--- config.mk ---
export PLATFORM = sky130hd
export DESIGN_NAME = fet_ctl_filter
export DESIGN_NICKNAME = d
export VERILOG_FILES = /design/src/rtl/fet_filt_pkg.sv /design/src/rtl/fet_sync2.sv /design/src/rtl/fet_tick_gen.sv /design/src/rtl/fet_integ_chan.sv /design/src/rtl/fet_ctl_filter.sv
export SDC_FILE = /design/constraint.sdc
export NUM_CORES = 1
export LEC_CHECK = 0
export CELL_PAD_IN_SITES_DETAIL_PLACEMENT = 0
export CELL_PAD_IN_SITES_GLOBAL_PLACEMENT = 1
export CORE_MARGIN = 2
export CORE_UTILIZATION = 49
export DETAILED_ROUTE_END_ITERATION = 16
export PLACE_DENSITY_LB_ADDON = 0.12
export SYNTH_ARGS = -nofsm -noshare
export SYNTH_HDL_FRONTEND = slang
export SYNTH_SLANG_ARGS = --single-unit
export TNS_END_PERCENT = 50
--- constraint.sdc ---
create_clock -name clk_i -period 4.5 [get_ports clk_i]
set_clock_uncertainty 0.05 [all_clocks]
set_input_delay 0.9 -clock clk_i [delete_from_list [all_inputs] [get_ports clk_i]]
set_output_delay 0.9 -clock clk_i [all_outputs]
set_load 0.005 [all_outputs]
--- src/rtl/fet_filt_pkg.sv ---
package fet_filt_pkg;
  typedef enum logic {
    ST_OFF = 1'b0,
    ST_ON  = 1'b1
  } filt_state_e;

  localparam int NUM_CH = 2;
  localparam int CH_CHG = 0;
  localparam int CH_DSG = 1;
endpackage

--- src/rtl/fet_sync2.sv ---
module fet_sync2 (
  input  logic clk_i,
  input  logic rst_ni,
  input  logic d_i,
  output logic q_o
);
  logic s1_q, s2_q;

  always_ff @(posedge clk_i or negedge rst_ni) begin
    if (!rst_ni) begin
      s1_q <= 1'b0;
      s2_q <= 1'b0;
    end else begin
      s1_q <= d_i;
      s2_q <= s1_q;
    end
  end

  assign q_o = s2_q;
endmodule

--- src/rtl/fet_tick_gen.sv ---
module fet_tick_gen #(
  parameter int unsigned DIV = 25000  // must be >= 2
) (
  input  logic clk_i,
  input  logic rst_ni,
  output logic tick_o
);
  localparam int unsigned TW = $clog2(DIV);
  localparam logic [TW-1:0] LAST = TW'(DIV - 1);

  logic [TW-1:0] div_q;

  always_ff @(posedge clk_i or negedge rst_ni) begin
    if (!rst_ni)            div_q <= '0;
    else if (div_q == LAST) div_q <= '0;
    else                    div_q <= div_q + 1'b1;
  end

  assign tick_o = (div_q == LAST);
endmodule

--- src/rtl/fet_integ_chan.sv ---
module fet_integ_chan
  import fet_filt_pkg::*;
#(
  parameter int unsigned FULL_CNT = 100,
  parameter int unsigned CW       = $clog2(FULL_CNT + 1)
) (
  input  logic          clk_i,
  input  logic          rst_ni,
  input  logic          tick_i,
  input  logic          lvl_i,
  output logic [CW-1:0] cnt_o,
  output logic          en_o
);
  localparam logic [CW-1:0] TOP    = CW'(FULL_CNT);
  localparam int unsigned   ON_LIM = 7 * FULL_CNT;
  localparam int unsigned   OFF_LIM = 3 * FULL_CNT;

  logic [CW-1:0] cnt_q, cnt_d;
  filt_state_e   st_q, st_d;
  logic          above_on, below_off;

  always_comb begin
    cnt_d = cnt_q;
    if (tick_i) begin
      if (lvl_i && cnt_q != TOP)         cnt_d = cnt_q + 1'b1;
      else if (!lvl_i && cnt_q != '0)    cnt_d = cnt_q - 1'b1;
    end
  end

  assign above_on  = (32'(cnt_d) * 32'd10) > ON_LIM;
  assign below_off = (32'(cnt_d) * 32'd10) < OFF_LIM;

  always_comb begin
    st_d = st_q;
    if (above_on)       st_d = ST_ON;
    else if (below_off) st_d = ST_OFF;
  end

  always_ff @(posedge clk_i or negedge rst_ni) begin
    if (!rst_ni) begin
      cnt_q <= '0;
      st_q  <= ST_OFF;
    end else begin
      cnt_q <= cnt_d;
      st_q  <= st_d;
    end
  end

  assign cnt_o = cnt_q;
  assign en_o  = (st_q == ST_ON);
endmodule

--- src/rtl/fet_ctl_filter.sv ---
module fet_ctl_filter
  import fet_filt_pkg::*;
#(
  parameter int unsigned FULL_CNT = 100,
  parameter int unsigned TICK_DIV = 25000
) (
  input  logic clk_i,
  input  logic rst_ni,
  input  logic ctrl_chg_i,
  input  logic ctrl_dsg_i,
  input  logic prot_chg_i,
  input  logic prot_dsg_i,
  output logic fet_chg_en_o,
  output logic fet_dsg_en_o
);
  localparam int unsigned CW = $clog2(FULL_CNT + 1);

  logic                           tick;
  logic [NUM_CH-1:0]              ctrl_raw, ctrl_sync, prot_req, chan_en, fet_en;
  logic [NUM_CH-1:0][CW-1:0]      chan_cnt;

  assign ctrl_raw[CH_CHG] = ctrl_chg_i;
  assign ctrl_raw[CH_DSG] = ctrl_dsg_i;
  assign prot_req[CH_CHG] = prot_chg_i;
  assign prot_req[CH_DSG] = prot_dsg_i;

  fet_tick_gen #(.DIV(TICK_DIV)) tick_i (
    .clk_i (clk_i),
    .rst_ni(rst_ni),
    .tick_o(tick)
  );

  for (genvar ch = 0; ch < NUM_CH; ch++) begin : g_ch
    fet_sync2 sync_i (
      .clk_i (clk_i),
      .rst_ni(rst_ni),
      .d_i   (ctrl_raw[ch]),
      .q_o   (ctrl_sync[ch])
    );

    fet_integ_chan #(.FULL_CNT(FULL_CNT), .CW(CW)) filt_i (
      .clk_i (clk_i),
      .rst_ni(rst_ni),
      .tick_i(tick),
      .lvl_i (ctrl_sync[ch]),
      .cnt_o (chan_cnt[ch]),
      .en_o  (chan_en[ch])
    );

    // filtered disable overrides the protection request
    assign fet_en[ch] = prot_req[ch] & chan_en[ch];
  end

  assign fet_chg_en_o = fet_en[CH_CHG];
  assign fet_dsg_en_o = fet_en[CH_DSG];
endmodule

# Word-level counts from Yosys, hierarchy flattened
# Cells that the tools add are included.
[word_totals]
reg_bits = 35
input_bits = 6
[op_classes]
addsub = 5
mul = 2
order_cmp = 4
n_eq_ne = 3
muxes = 11
bitwise_logic = 2
reduce_logical = 10
[op_table]
columns = ["cell", "n"]
rows = [
  ["7-bit 2-to-1 mux", 6],
  ["11-bit by 10-bit > comparator with 1-bit output, second input constant", 2],
  ["11-bit by 9-bit less-than comparator with 1-bit output, second input constant", 2],
  ["7-bit by 3-bit multiplier with 10-bit output, second input constant", 2],
  ["15-bit by 1-bit adder with 15-bit output, second input constant", 1],
  ["15-bit equality test, second input constant", 1],
  ["15-bit 2-to-1 mux", 1],
  ["7-bit by 1-bit adder with 7-bit output, second input constant", 2],
  ["7-bit != test, second input constant", 2],
  ["7-bit nonzero test", 2],
  ["7-bit by 1-bit subtractor with 7-bit output, second input constant", 2],
  ["1-bit logical AND", 4],
  ["1-bit 2-to-1 mux", 4],
  ["2-bit nonzero test", 2],
  ["1-bit AND", 2],
  ["1-bit zero test", 2],
]

# Depth between registers and ports, before layout
[depth]
depth_word = 9
depth_mapped = 18
ltp_nobuf = 18

# Modules after synthesis
# Synthesis repeated with hierarchy kept, for this count alone.
[unflattened]
cells_unflattened = 277
area_unflattened_um2 = 2677.6
[by_module_without_submodules]
columns = ["mod", "instances", "cells_per_inst", "area_per_inst_um2"]
rows = [
  ["fet_integ_chan at g_ch[1].filt_i", 1, 102, 900.9],
  ["fet_integ_chan at g_ch[0].filt_i", 1, 94, 879.6],
  ["fet_tick_gen", 1, 75, 784.5],
  ["fet_sync2", 2, 2, 50.0],
  ["fet_ctl_filter", 1, 2, 12.5],
]

# Worst setup path before layout
# OpenSTA, ideal clock, no wires.
[synth_path]
path_type = "register -> register"
from = "reg tick_i.div_q[0]"
to = "reg g_ch[0].filt_i.st_q"
arrival_time_ns = 3.909
required_time_ns = 4.306
setup_slack_ns = 0.397
path_stages_with_launch = 19
path_buffers = 2
period_less_slack_ns = 4.103
cell_sequence = "dfrtp_1 ha_1 and4b_1 and4_1 buf_4 clkbuf_1 o21ai_0 a22oi_1 o21ai_0 ha_1 ha_1 fa_1 a21o_1 a21oi_1 xnor2_1 a211o_1 nand3b_1 a211oi_2 o32ai_1"
[synth_between]
elab_chain_cells = 5
word_cells_on_any_way = 7
[synth_rtl]
columns = ["item", "line_no", "text"]
rows = [
  ["start: declaration", "fet_tick_gen.sv:11", "logic [TW-1:0] div_q;"],
  ["start signal: assignment", "fet_tick_gen.sv:16", "else div_q <= div_q + 1'b1;"],
  ["15-bit equality test *", "fet_tick_gen.sv:19", "assign tick_o = (div_q == LAST);"],
  ["7-bit 2-to-1 mux *", "fet_integ_chan.sv:24", "if (tick_i) begin"],
  ["via g_ch[0].filt_i.cnt_d[1]", "fet_integ_chan.sv:18", "logic [CW-1:0] cnt_q, cnt_d;"],
  ["7-bit by 3-bit multiplier with 10-bit output *", "fet_integ_chan.sv:30, fet_integ_chan.sv:31", ""],
  ["11-bit by 10-bit > comparator with 1-bit output or 11-bit by 9-bit less-than comparator with 1-bit output (tied branches)", "fet_integ_chan.sv:30, fet_integ_chan.sv:31", ""],
  ["1-bit 2-to-1 mux or 2-bit nonzero test (tied branches)", "--", ""],
  ["end signal: assignment", "fet_integ_chan.sv:45", "st_q <= st_d;"],
  ["end: declaration", "fet_integ_chan.sv:19", "filt_state_e st_q, st_d;"],
]
# Mark *: on every way through the listed nets, which the timed path passes. The rest lies on a longest branch.
# A chain may end at the register's enable or synchronous reset.

# Worst setup path in the final report
[layout_path]
from = "reg g_ch[0].filt_i.cnt_q[0]"
to = "reg g_ch[0].filt_i.st_q"
[layout_between]
elab_chain_cells = 8
word_cells_on_any_way = 14
[layout_rtl]
columns = ["item", "line_no", "text"]
rows = [
  ["start: declaration", "fet_integ_chan.sv:18", ""],
  ["start signal: assignment", "fet_integ_chan.sv:44", "cnt_q <= cnt_d;"],
  ["parallel branches: the longest is 3 deep, another holds 7-bit by 1-bit subtractor with 7-bit output", "--", ""],
  ["7-bit 2-to-1 mux *", "fet_integ_chan.sv:25", "if (lvl_i && cnt_q != TOP) cnt_d = cnt_q + 1'b1;"],
  ["7-bit 2-to-1 mux *", "fet_integ_chan.sv:24", ""],
  ["via g_ch[0].filt_i.cnt_d[1]", "fet_integ_chan.sv:18", ""],
  ["7-bit by 3-bit multiplier with 10-bit output *", "fet_integ_chan.sv:30, fet_integ_chan.sv:31", ""],
  ["11-bit by 10-bit > comparator with 1-bit output or 11-bit by 9-bit less-than comparator with 1-bit output (tied branches)", "fet_integ_chan.sv:30, fet_integ_chan.sv:31", ""],
  ["1-bit 2-to-1 mux or 2-bit nonzero test (tied branches)", "--", ""],
]
# Mark *: on every way through the listed nets, which the timed path passes.

==> impl_metrics.csv <==
group,metric,value,unit
die,start_util,50.4,%
cts,clk_pin_slew,0.07,ns
die,rows,26,
timing,slew_headroom,47.3,%
final_layout,diodes,0,
cts,cts_setup_buffers,0,
timing,final_max_slew_viol_count,0,
power_and_ir_drop,vdd_drop_max,89.8,uV
power_and_ir_drop,power_density,201,mW/mm^2
worst_setup_path,worstPathRequired,4.61,ns
global_route,grt-busiest-layer,"met1",
placement,hpwlAfterDp,3710,um
yosys,netlist_area,0.00256,sq mm
route,firstDrtPassIters,4,
yosys,ys_seq_area_share,34.2,%
timing,max_freq,239,MHz
die,die_h,76.3,um
cts,cts_buffers,5,
final_layout,final_area,0.00284,sq mm
worst_setup_path,cpMostUsedCell,"ha_1",
global_route,grt_pass1_wl,8860,um
hold_path,min_path_type,"flip-flop to flip-flop",
worst_setup_path,cp.arrival,4.30,ns
job,max-cap-violations,0,
placement,routabilityCongestion,0.824,
placement,io_buffers,7,
timing,hold_viol,0,
cts,cts_root_buffer,"clkbuf_8",
power_and_ir_drop,p_leak,1.35,nW
timing,totalNegativeSetupSlack,0,ns
global_route,grt_max_degree,36,
worst_setup_path,cp_cell_sequence,"inv_1, ha_1, nand2_1, o41a_4, nand2_1, o21ai_0, a22oi_1, o21ai_0, ha_1, ha_1, fa_1, a21o_1, a21oi_2, xnor2_1, a211o_1, nand3b_1, a211oi_2, o32ai_1",
cts,cts.htree.levels,2,
global_route,track_usage,18.7,%
final_layout,drive_above_1_share,12.5,%
cts,clock_sinks,35,
yosys,ys_ff_latch,35,
worst_setup_path,path_max_fanout,8,
cts,cts_tree,"done",
yosys,syn-num-nets,300,
cts,clk_latency,0.29,ns
timing,min_period,4.19,ns
route,num_vias,1965,
timing,tightest_slew,0.791,ns
timing,min_period_over_period,93.2,%
route,drc,0,
yosys,synth_area_per_cell,9.62,sq um
worst_setup_path,worstSetupEndpointType,"flip-flop",
die,io_pins,8,
global_route,grt_pass1_vias,1892,
global_route,gr-usage-met3,3.55,%
die,fp.coreArea,0.00507,sq mm
final_layout,final_cell_mix,"dfrtp_1, ha_1, nor2_1",
route,wl_per_cell,14.3,um
route,drt_iter0_markers,112,
yosys,synthArstFlopShare,100,%
final_layout,area_delta_synth_final,10.8,%
worst_setup_path,slowest_stage,"dfrtp_1",
cts,ctsResizeCount,0,
global_route,grt-ovfl-total,0,
cts,hold_buffers,0,
route,ant_nets,0,
timing,setup-violations-final,0,
worst_setup_path,worst-setup-path-type,"flip-flop to flip-flop",
outcome,outcome,"complete, no violations",
route,drt-total-wl,4980,um
placement,dpl-instance-area,0.00271,sq mm
yosys,synth_flop_cell,"dfrtp_1",
worst_setup_path,critPathLaunchType,"flip-flop",
die,dieArea,0.00582,sq mm
yosys,yosysWarningCount,0,
global_route,use_met1,28.0,%
yosys,synth_cell_type_count,60,
cts,clockBufferDepth,2,
die,die_w,76.3,um
worst_setup_path,slowest_delay,0.45,ns
yosys,netlist_instances,266,
global_route,use_met2,27.1,%
final_layout,nets,313,
route,via_per_inst,5.63,
yosys,synth_edf_count,0,
global_route,antenna_found_initial,0,
final_layout,final_common_cell,"dfrtp_1",
-- cells in the mapped netlist (all sizes together), types with 2 or more instances --
master | number | area share (%)
clkbuf | 2 | 0.29
nor4 | 2 | 0.73
ha | 26 | 13
nand3 | 11 | 2.2
nor3 | 6 | 1.2
a21oi | 12 | 2.3
nor3b | 3 | 1.3
a31o | 2 | 0.68
a211o | 2 | 0.68
xnor2 | 16 | 5.5
nor2 | 21 | 3.1
a22oi | 3 | 0.88
a211oi | 6 | 2.2
inv | 12 | 1.8
a21o | 4 | 1.2
nor2b | 3 | 0.73
nand4 | 8 | 2.0
o21ai | 10 | 2.1
a31oi | 2 | 0.49
buf | 5 | 1.4
o31ai | 3 | 0.88
o32ai | 2 | 0.68
dfrtp | 35 | 34
or4 | 6 | 2.0
and2 | 7 | 1.7
xor2 | 13 | 4.4
nand2 | 19 | 2.8
fa | 2 | 1.6
o22ai | 2 | 0.73
-- per-layer routing --
metal / up-vias / routed length (um)
li1: 994 / -
met1: 936 / 2650
met2: 30 / 2140
met3: 5 / 114
met4: 0 / 72
met5: - / 0
-- through the flow --
stage	total power [mW]	util [%]	instances	hold slack (ns)	setup WS [ns]
2_1_floorplan	0.333	-	266	0.281	0.397
6_report	0.570	55.9	349	0.301	0.308
5_1_grt	0.598	55.9	349	0.306	-0.00854
4_1_cts	0.580	55.2	349	0.303	0.195
3_3_place_gp	0.345	53.5	342	0.283	0.288
3_5_place_dp	0.345	53.5	342	0.287	0.213
-- area by class of cell --
cell class / instances / area (sq um)
Clock inverter: 1 / 5.00
Tap cell: 70 / 87.6
Inverter: 12 / 45.0
Timing Repair Buffer: 13 / 110
Fill cell: 489 / 2240
Multi-Input combinational cell: 212 / 1630
Sequential cell: 35 / 876
Clock buffer: 6 / 82.6
-- final timing paths --
| kind | from | to | slack [ns] | cells past startpoint |
|---|---|---|---|---|
| max | g_ch[0].filt_i.cnt_o[0] | g_ch[0].filt_i.en_o | 0.31 | 18 |
| min | g_ch[0].sync_i.s1_q | g_ch[0].sync_i.q_o | 0.30 | 0 |
| max reg2reg | g_ch[0].filt_i.cnt_o[0] | g_ch[0].filt_i.en_o | 0.31 | 18 |
| min reg2reg | g_ch[0].sync_i.s1_q | g_ch[0].sync_i.q_o | 0.30 | 0 |
| max in group asynchronous | rst_ni | g_ch[1].sync_i.q_o | 3.26 | 1 |
| min in group asynchronous | rst_ni | g_ch[0].filt_i.cnt_o[5] | 0.64 | 1 |
-- kinds of logic (layout without fill, tap and decap cells) --
kind of cell / Yosys count / after routing / synth area share (%)
buf+inv: 19 / 32 / 3.47
flops: 35 / 35 / 34.2
fa+ha+maj: 28 / 28 / 14.3
mux: 1 / 1 / 0.391
xor+xnor: 29 / 29 / 9.92
compound gates: 59 / 59 / 17.3
simple gates: 95 / 95 / 20.5
-- registers in the layout, summed over array words and instances (netlist names) --
signal / flops
tick_i.div_q: 15
g_ch.filt_i.cnt_o: 14
g_ch.filt_i.en_o: 2
g_ch.sync_i.q_o: 2
g_ch.sync_i.s1_q: 2
-- critical path, delay by kind of cell, from the launching register on --
kind,cells,cell delay [ns]
XOR/XNOR,1,0.10
adder cells (fa/ha/maj),4,1.13
AO/OA/AOI/OAI,9,1.82
flip-flops,1,0.45
AND/OR/NAND/NOR,3,0.36
buffers and inverters,1,0.15
-- power by group --
part	switching, mW	internal, mW
combinational	0.0109	0.00817
clock	0.112	0.120
sequential	0.00316	0.316
total	0.126	0.444
Note: power is estimated with default switching activity, not from simulation.
